### src/rtl/spi_reg_pkg.sv
package spi_reg_pkg;
  typedef enum logic [1:0] {
    PH_IDLE = 2'd0,
    PH_LOW  = 2'd1,
    PH_HIGH = 2'd2,
    PH_GAP  = 2'd3
  } phase_e;
endpackage

### src/rtl/spi_reg_tick.sv
module spi_reg_tick #(
  parameter int DIV_W = 8
) (
  input  logic             clk_i,
  input  logic             rst_ni,
  input  logic             clr_i,
  input  logic             run_i,
  input  logic [DIV_W-1:0] limit_i,
  output logic             tick_o
);
  logic [DIV_W-1:0] cnt_q;

  assign tick_o = run_i && (cnt_q == limit_i);

  always_ff @(posedge clk_i or negedge rst_ni) begin
    if (!rst_ni)                  cnt_q <= '0;
    else if (clr_i || tick_o)     cnt_q <= '0;
    else if (run_i)               cnt_q <= cnt_q + 1'b1;
  end
endmodule

### src/rtl/spi_reg_shift.sv
module spi_reg_shift #(
  parameter int REG_W  = 5,
  parameter int BYTE_W = 8
) (
  input  logic              clk_i,
  input  logic              rst_ni,
  input  logic              load_i,
  input  logic              wr_i,
  input  logic [REG_W-1:0]  reg_i,
  input  logic [BYTE_W-1:0] wdata_i,
  input  logic              shift_i,
  input  logic              cap_i,
  input  logic              miso_i,
  output logic              mosi_o,
  output logic [BYTE_W-1:0] status_o,
  output logic [BYTE_W-1:0] rdata_o
);
  localparam int FRAME_W = 2 * BYTE_W;

  logic [FRAME_W-1:0] tx_q, rx_q, rx_nxt;
  logic [BYTE_W-1:0]  cmd, dat, status_q, rdata_q;

  // register number in the top bits, direction flag in bit 1
  always_comb begin
    cmd = '0;
    cmd[BYTE_W-1 -: REG_W] = reg_i;
    cmd[1] = wr_i;
    dat = wr_i ? wdata_i : '0;
  end

  assign rx_nxt = {rx_q[FRAME_W-2:0], miso_i};

  always_ff @(posedge clk_i or negedge rst_ni) begin
    if (!rst_ni) begin
      tx_q <= '0;
      rx_q <= '0;
    end else if (load_i) begin
      tx_q <= {cmd, dat};
      rx_q <= '0;
    end else if (shift_i) begin
      tx_q <= {tx_q[FRAME_W-2:0], 1'b0};
      rx_q <= rx_nxt;
    end
  end

  always_ff @(posedge clk_i or negedge rst_ni) begin
    if (!rst_ni) begin
      status_q <= '0;
      rdata_q  <= '0;
    end else if (cap_i) begin
      status_q <= rx_nxt[FRAME_W-1:BYTE_W];
      rdata_q  <= rx_nxt[BYTE_W-1:0];
    end
  end

  assign mosi_o   = tx_q[FRAME_W-1];
  assign status_o = status_q;
  assign rdata_o  = rdata_q;
endmodule

### src/rtl/spi_reg_ctrl.sv
module spi_reg_ctrl
  import spi_reg_pkg::*;
#(
  parameter int FRAME_W = 16,
  parameter int DIV_W   = 8
) (
  input  logic             clk_i,
  input  logic             rst_ni,
  input  logic             start_i,
  input  logic [DIV_W-1:0] half_div_i,
  input  logic             tick_i,
  output logic             load_o,
  output logic             shift_o,
  output logic             cap_o,
  output logic             clr_o,
  output logic             run_o,
  output logic [DIV_W-1:0] limit_o,
  output logic             sclk_o,
  output logic             ss_no,
  output logic             busy_o,
  output logic             done_o
);
  localparam int CNT_W = $clog2(FRAME_W);
  localparam logic [CNT_W-1:0] LAST_BIT = CNT_W'(FRAME_W - 1);

  phase_e           ph_q;
  logic [CNT_W-1:0] bit_q;
  logic [DIV_W-1:0] div_q;
  logic             sclk_q, ss_q, done_q;
  logic             accept, last;

  assign accept  = (ph_q == PH_IDLE) && start_i;
  assign last    = (bit_q == LAST_BIT);
  assign shift_o = (ph_q == PH_HIGH) && tick_i;
  assign cap_o   = shift_o && last;
  assign load_o  = accept;
  assign clr_o   = accept;
  assign run_o   = (ph_q != PH_IDLE);
  assign limit_o = div_q;

  always_ff @(posedge clk_i or negedge rst_ni) begin
    if (!rst_ni) begin
      ph_q   <= PH_IDLE;
      bit_q  <= '0;
      div_q  <= '0;
      sclk_q <= 1'b0;
      ss_q   <= 1'b1;
      done_q <= 1'b0;
    end else begin
      done_q <= 1'b0;
      unique case (ph_q)
        PH_IDLE: if (start_i) begin
          ph_q  <= PH_LOW;
          div_q <= half_div_i;
          bit_q <= '0;
          ss_q  <= 1'b0;
        end
        PH_LOW: if (tick_i) begin
          ph_q   <= PH_HIGH;
          sclk_q <= 1'b1;
        end
        PH_HIGH: if (tick_i) begin
          sclk_q <= 1'b0;
          bit_q  <= bit_q + 1'b1;
          if (last) begin
            ph_q   <= PH_GAP;
            ss_q   <= 1'b1;
            done_q <= 1'b1;
          end else begin
            ph_q <= PH_LOW;
          end
        end
        PH_GAP: if (tick_i) ph_q <= PH_IDLE;
        default: ph_q <= PH_IDLE;
      endcase
    end
  end

  assign sclk_o = sclk_q;
  assign ss_no  = ss_q;
  assign busy_o = run_o;
  assign done_o = done_q;
endmodule

### src/rtl/spi_reg_master.sv
module spi_reg_master #(
  parameter int REG_W  = 5,
  parameter int BYTE_W = 8,
  parameter int DIV_W  = 8
) (
  input  logic              clk_i,
  input  logic              rst_ni,
  input  logic              start_i,
  input  logic              wr_i,
  input  logic [REG_W-1:0]  reg_i,
  input  logic [BYTE_W-1:0] wdata_i,
  input  logic [DIV_W-1:0]  half_div_i,
  output logic              busy_o,
  output logic              done_o,
  output logic [BYTE_W-1:0] status_o,
  output logic [BYTE_W-1:0] rdata_o,
  output logic              ss_no,
  output logic              sclk_o,
  output logic              mosi_o,
  input  logic              miso_i
);
  localparam int FRAME_W = 2 * BYTE_W;

  logic             load, shift, cap, clr, run, tick;
  logic [DIV_W-1:0] limit;

  spi_reg_ctrl #(.FRAME_W(FRAME_W), .DIV_W(DIV_W)) u_ctrl (
    .clk_i, .rst_ni, .start_i, .half_div_i,
    .tick_i(tick), .load_o(load), .shift_o(shift), .cap_o(cap),
    .clr_o(clr), .run_o(run), .limit_o(limit),
    .sclk_o, .ss_no, .busy_o, .done_o
  );

  spi_reg_tick #(.DIV_W(DIV_W)) u_tick (
    .clk_i, .rst_ni, .clr_i(clr), .run_i(run), .limit_i(limit), .tick_o(tick)
  );

  spi_reg_shift #(.REG_W(REG_W), .BYTE_W(BYTE_W)) u_shift (
    .clk_i, .rst_ni, .load_i(load), .wr_i, .reg_i, .wdata_i,
    .shift_i(shift), .cap_i(cap), .miso_i,
    .mosi_o, .status_o, .rdata_o
  );
endmodule

### config.mk
export PLATFORM = sky130hd
export DESIGN_NAME = spi_reg_master
export DESIGN_NICKNAME = d
export VERILOG_FILES = /design/src/rtl/spi_reg_pkg.sv /design/src/rtl/spi_reg_tick.sv /design/src/rtl/spi_reg_shift.sv /design/src/rtl/spi_reg_ctrl.sv /design/src/rtl/spi_reg_master.sv
export SDC_FILE = /design/constraint.sdc
export NUM_CORES = 1
export LEC_CHECK = 0
export BUFFER_PORTS_ARGS = -buffer_cell sky130_fd_sc_hd__buf_2
export CAP_MARGIN = 15
export CELL_PAD_IN_SITES_DETAIL_PLACEMENT = 1
export CELL_PAD_IN_SITES_GLOBAL_PLACEMENT = 2
export CORE_UTILIZATION = 35
export CTS_CLUSTER_SIZE = 10
export DETAILED_ROUTE_END_ITERATION = 8
export PLACE_DENSITY = 0.85
export SKIP_LAST_GASP = 1
export SLEW_MARGIN = 30
export SYNTH_ARGS = -nofsm -noshare
export SYNTH_HDL_FRONTEND = slang
export SYNTH_SLANG_ARGS = --single-unit
export TNS_END_PERCENT = 5
### constraint.sdc
create_clock -name clk_i -period 2.35 [get_ports clk_i]
set_input_delay 0.1175 -clock clk_i [delete_from_list [all_inputs] [get_ports clk_i]]
set_output_delay 0.1175 -clock clk_i [all_outputs]
set_load 0.05 [all_outputs]
==> impl_results.md <==
* Final setup fails at 0
* Peak supply drop at 0.5469 mV
* WP data required at 2.58 ns
* Commonest non-fill, non-tap cells in the layout: 71 x dfrtp_1, 64 x nand2_1, 46 x buf_2
* Pin count of the biggest net entering global routing at 73
* Max Freq at 0.5227 GHz
* Sequential Power Share at 39.5%
* CP peak stage delay at 0.43 ns
* Power Dens Cells at 1128 nW/um^2
* Final setup skew at 0.008888 ns
* RSZ-0062 raised after global routing: false
* Max FO, Critical Path at 18
* P_int at 2.842 mW
* Vias per cell at 5.228
* Area share of the largest cell type after synthesis at 51.86%
* Root buf cell: clkbuf_8
* Filler cell count at 1099
* Post-DP HPWL at 5276 microns
* EDFF count, synth at 0
* Die H at 100.9 microns
* Synth Net Count at 348
* Routed vias at 2656
* H-tree depth at 3
* YS warnings at 0
* Worst Tran Pin Value at 0.6300 ns
* Hold Crit Class: in2reg
* GRT Util Overall at 18.50%
* Number of antenna diodes at 0
* Max Cap Viol at 0
* # rows at 35
* Switching power at 1.833 mW
* Crit. End Element: flop
* Leading area contributor after synthesis: dfrtp_1
* CTS tree: built
* Setup Buffers After CTS at 0
* Clock sink count at 72
* # hold bufs at CTS at 9
* Minimum clock period at 1.913 ns
* Critical Path Start Type: flop
* DRC Markers at 0
* Layout cells sized above 1 at 26.39%
* Switching share of power at 39.20%
* Mapped Avg Cell Area at 10.71 sq um
* Leak at 1.863 nW
* Cells after synthesis at 320
* Clk_lat worst skew at 0.35 ns
* Post-route cell area at 4145 sq um
* Max Root-Sink Buffers at 2
* DR WL/cell at 16.65 microns
* Routability congestion estimate at 0.7799
* Synth Flop Type: dfrtp_1
* Iter 0 DRT Violations at 91
* Die area at 10190 sq um
* Post-DP Area at 3810 sq um
* Final setup TNS at 0 ns
* Status: finished, final reports clean
* Detail Route Antenna Nets at 0
* Crit path cell chain: xnor2_1, nand4_2, nor3_4, buf_4, mux2_2
* Most common cell after layout, fill and taps aside: dfrtp_1
* Yosys reg bits at 72
* Worst rel slew slack at 58.00%
* Vias in the first global route at 2878
* Worst EP arrival at 2.15 ns
* Critical Path Slowest Stage Cell: dfrtp_1
* Final cycle utilization of the critical path at 81.41%
* Clock share of power at 26.0%
* Crit Path Class: reg2reg
* Post-Syn Area at 3426 sq um
* Worst hold margin at 0.01524 ns
* Area Growth Syn to Fin at 21.00%
* Num CTS Buffers at 9
* Ports at 47
* Hold Vio Cnt, Final at 0
* FFs w/ async S/R, synth at 100.0%
* Nets at 402
* Clock transition at path regs at 0.08 ns
* DRT Pass-1 Iters at 4
* Synth top area cells: dfrtp_1 52%, nand2_1 7.1%, mux2i_1 5.3%
* Port bufs at 46
* Core area at 9371 sq um
* First-pass GRT wire length at 14570 microns
* Chip width at 100.9 microns
* Slew Limit Fails at 0
* Initial antenna violation count at 0
* GRT overflow at 0
* Comb pwr share at 34.5%
* Synth unique cells at 41
* Register area share after synthesis at 52.63%
* Initial Utilization at 36.56%
* Gates resized, CTS repair at 0
* DRT Wirelength at 8460 microns
-- power by group through the flow --
stage | Sequential, mW | Combinational [mW] | Clock (mW)
after floorplan | 1.81 | 1.15 | 0
after global placement | 1.85 | 1.56 | 0
after detailed placement | 1.86 | 1.61 | 0
after CTS | 1.84 | 1.63 | 1.24
after global routing | 1.89 | 1.79 | 1.30
final | 1.85 | 1.61 | 1.21
-- cells in the mapped netlist, types with 3 or more instances --
cell	number
dfrtp_1	71
nand2_1	65
mux2i_1	18
a31oi_1	15
o31ai_1	15
nand4_1	14
clkbuf_1	12
o21ai_0	12
a21oi_1	9
nor2_1	9
mux2_2	8
mux2_4	8
o211ai_1	6
buf_2	5
nand3_1	5
nor2b_1	5
xnor2_1	5
buf_1	3
buf_4	3
nor4_1	3
xnor2_2	3
-- area by class of cell --
cell class,instances,area (sq um),area share (%)
clock buffers,11,141.4,3.411
clock inverters,5,103.9,2.505
inverters,2,7.507,0.1811
multi-input cells,222,1505,36.31
flip-flops and latches,72,1803,43.50
well taps,129,161.4,3.894
repair buffers,67,422.9,10.20
-- cells by family after synthesis --
logic type               count (synthesis)  synth area share [%]
AO/OA/AOI/OAI                           65                 12.31
XOR/XNOR                                 8                 2.703
adder cells (fa/ha/maj)                  2                0.7303
buffers and inverters                   26                 3.688
flip-flops                              72                 52.63
multiplexers                            34                 11.40
AND/OR/NAND/NOR                        113                 16.54
-- per-layer routing --
metal | GRT usage (%) | share of wire (%)
met1 | 23.35 | 46
met2 | 31.19 | 50
met3 | 3.814 | 3.0
met4 | 7.135 | 1.5
met5 | 0 | 0
-- per-stage QoR --
step	utilization (%)	cells	total power, mW	setup WS [ns]
final	44.23	508	4.675	0.4368
after global routing	44.23	508	4.986	0.2952
after CTS	44.23	508	4.716	0.4129
after detailed placement	40.65	483	3.467	0.4111
after global placement	40.65	483	3.404	0.5018
after floorplan	-	320	2.959	0.5086
-- sequential cells by signal, indices dropped and copies added, names as in the netlist, 2 cells and up --
register and count:
u_tick.cnt_q 8, u_shift.status_o 8, u_ctrl.bit_q 4, u_shift.rx_q 15
u_ctrl.ph_q 2, u_ctrl.limit_o 8, u_shift.rdata_o 8, u_shift.tx_q 16
-- worst max-delay path, delay by kind of cell, from the launching register on --
kind / cells / cell delay (ns)
buffers and inverters: 1 / 0.30
multiplexers: 1 / 0.38
AND/OR/NAND/NOR: 2 / 0.39
XOR/XNOR: 1 / 0.29
flip-flops: 1 / 0.43
-- path summary, 6_finish.rpt --
| check | start | to | slack, ns | cells after the start |
|---|---|---|---|---|
| max | u_tick.cnt_q[6] | u_shift.rdata_o[6] | 0.44 | 5 |
| min | miso_i | u_shift.rx_q[0] | 0.02 | 3 |
| max reg2reg | u_tick.cnt_q[6] | u_shift.rdata_o[6] | 0.44 | 5 |
| min reg2reg | u_shift.rx_q[11] | u_shift.status_o[4] | 0.51 | 1 |
| max in group asynchronous | rst_ni | u_ctrl.ss_no | 1.69 | 3 |
| min in group asynchronous | rst_ni | u_shift.tx_q[14] | 0.32 | 3 |
No activity file was read; power rests on OpenSTA's default activity.
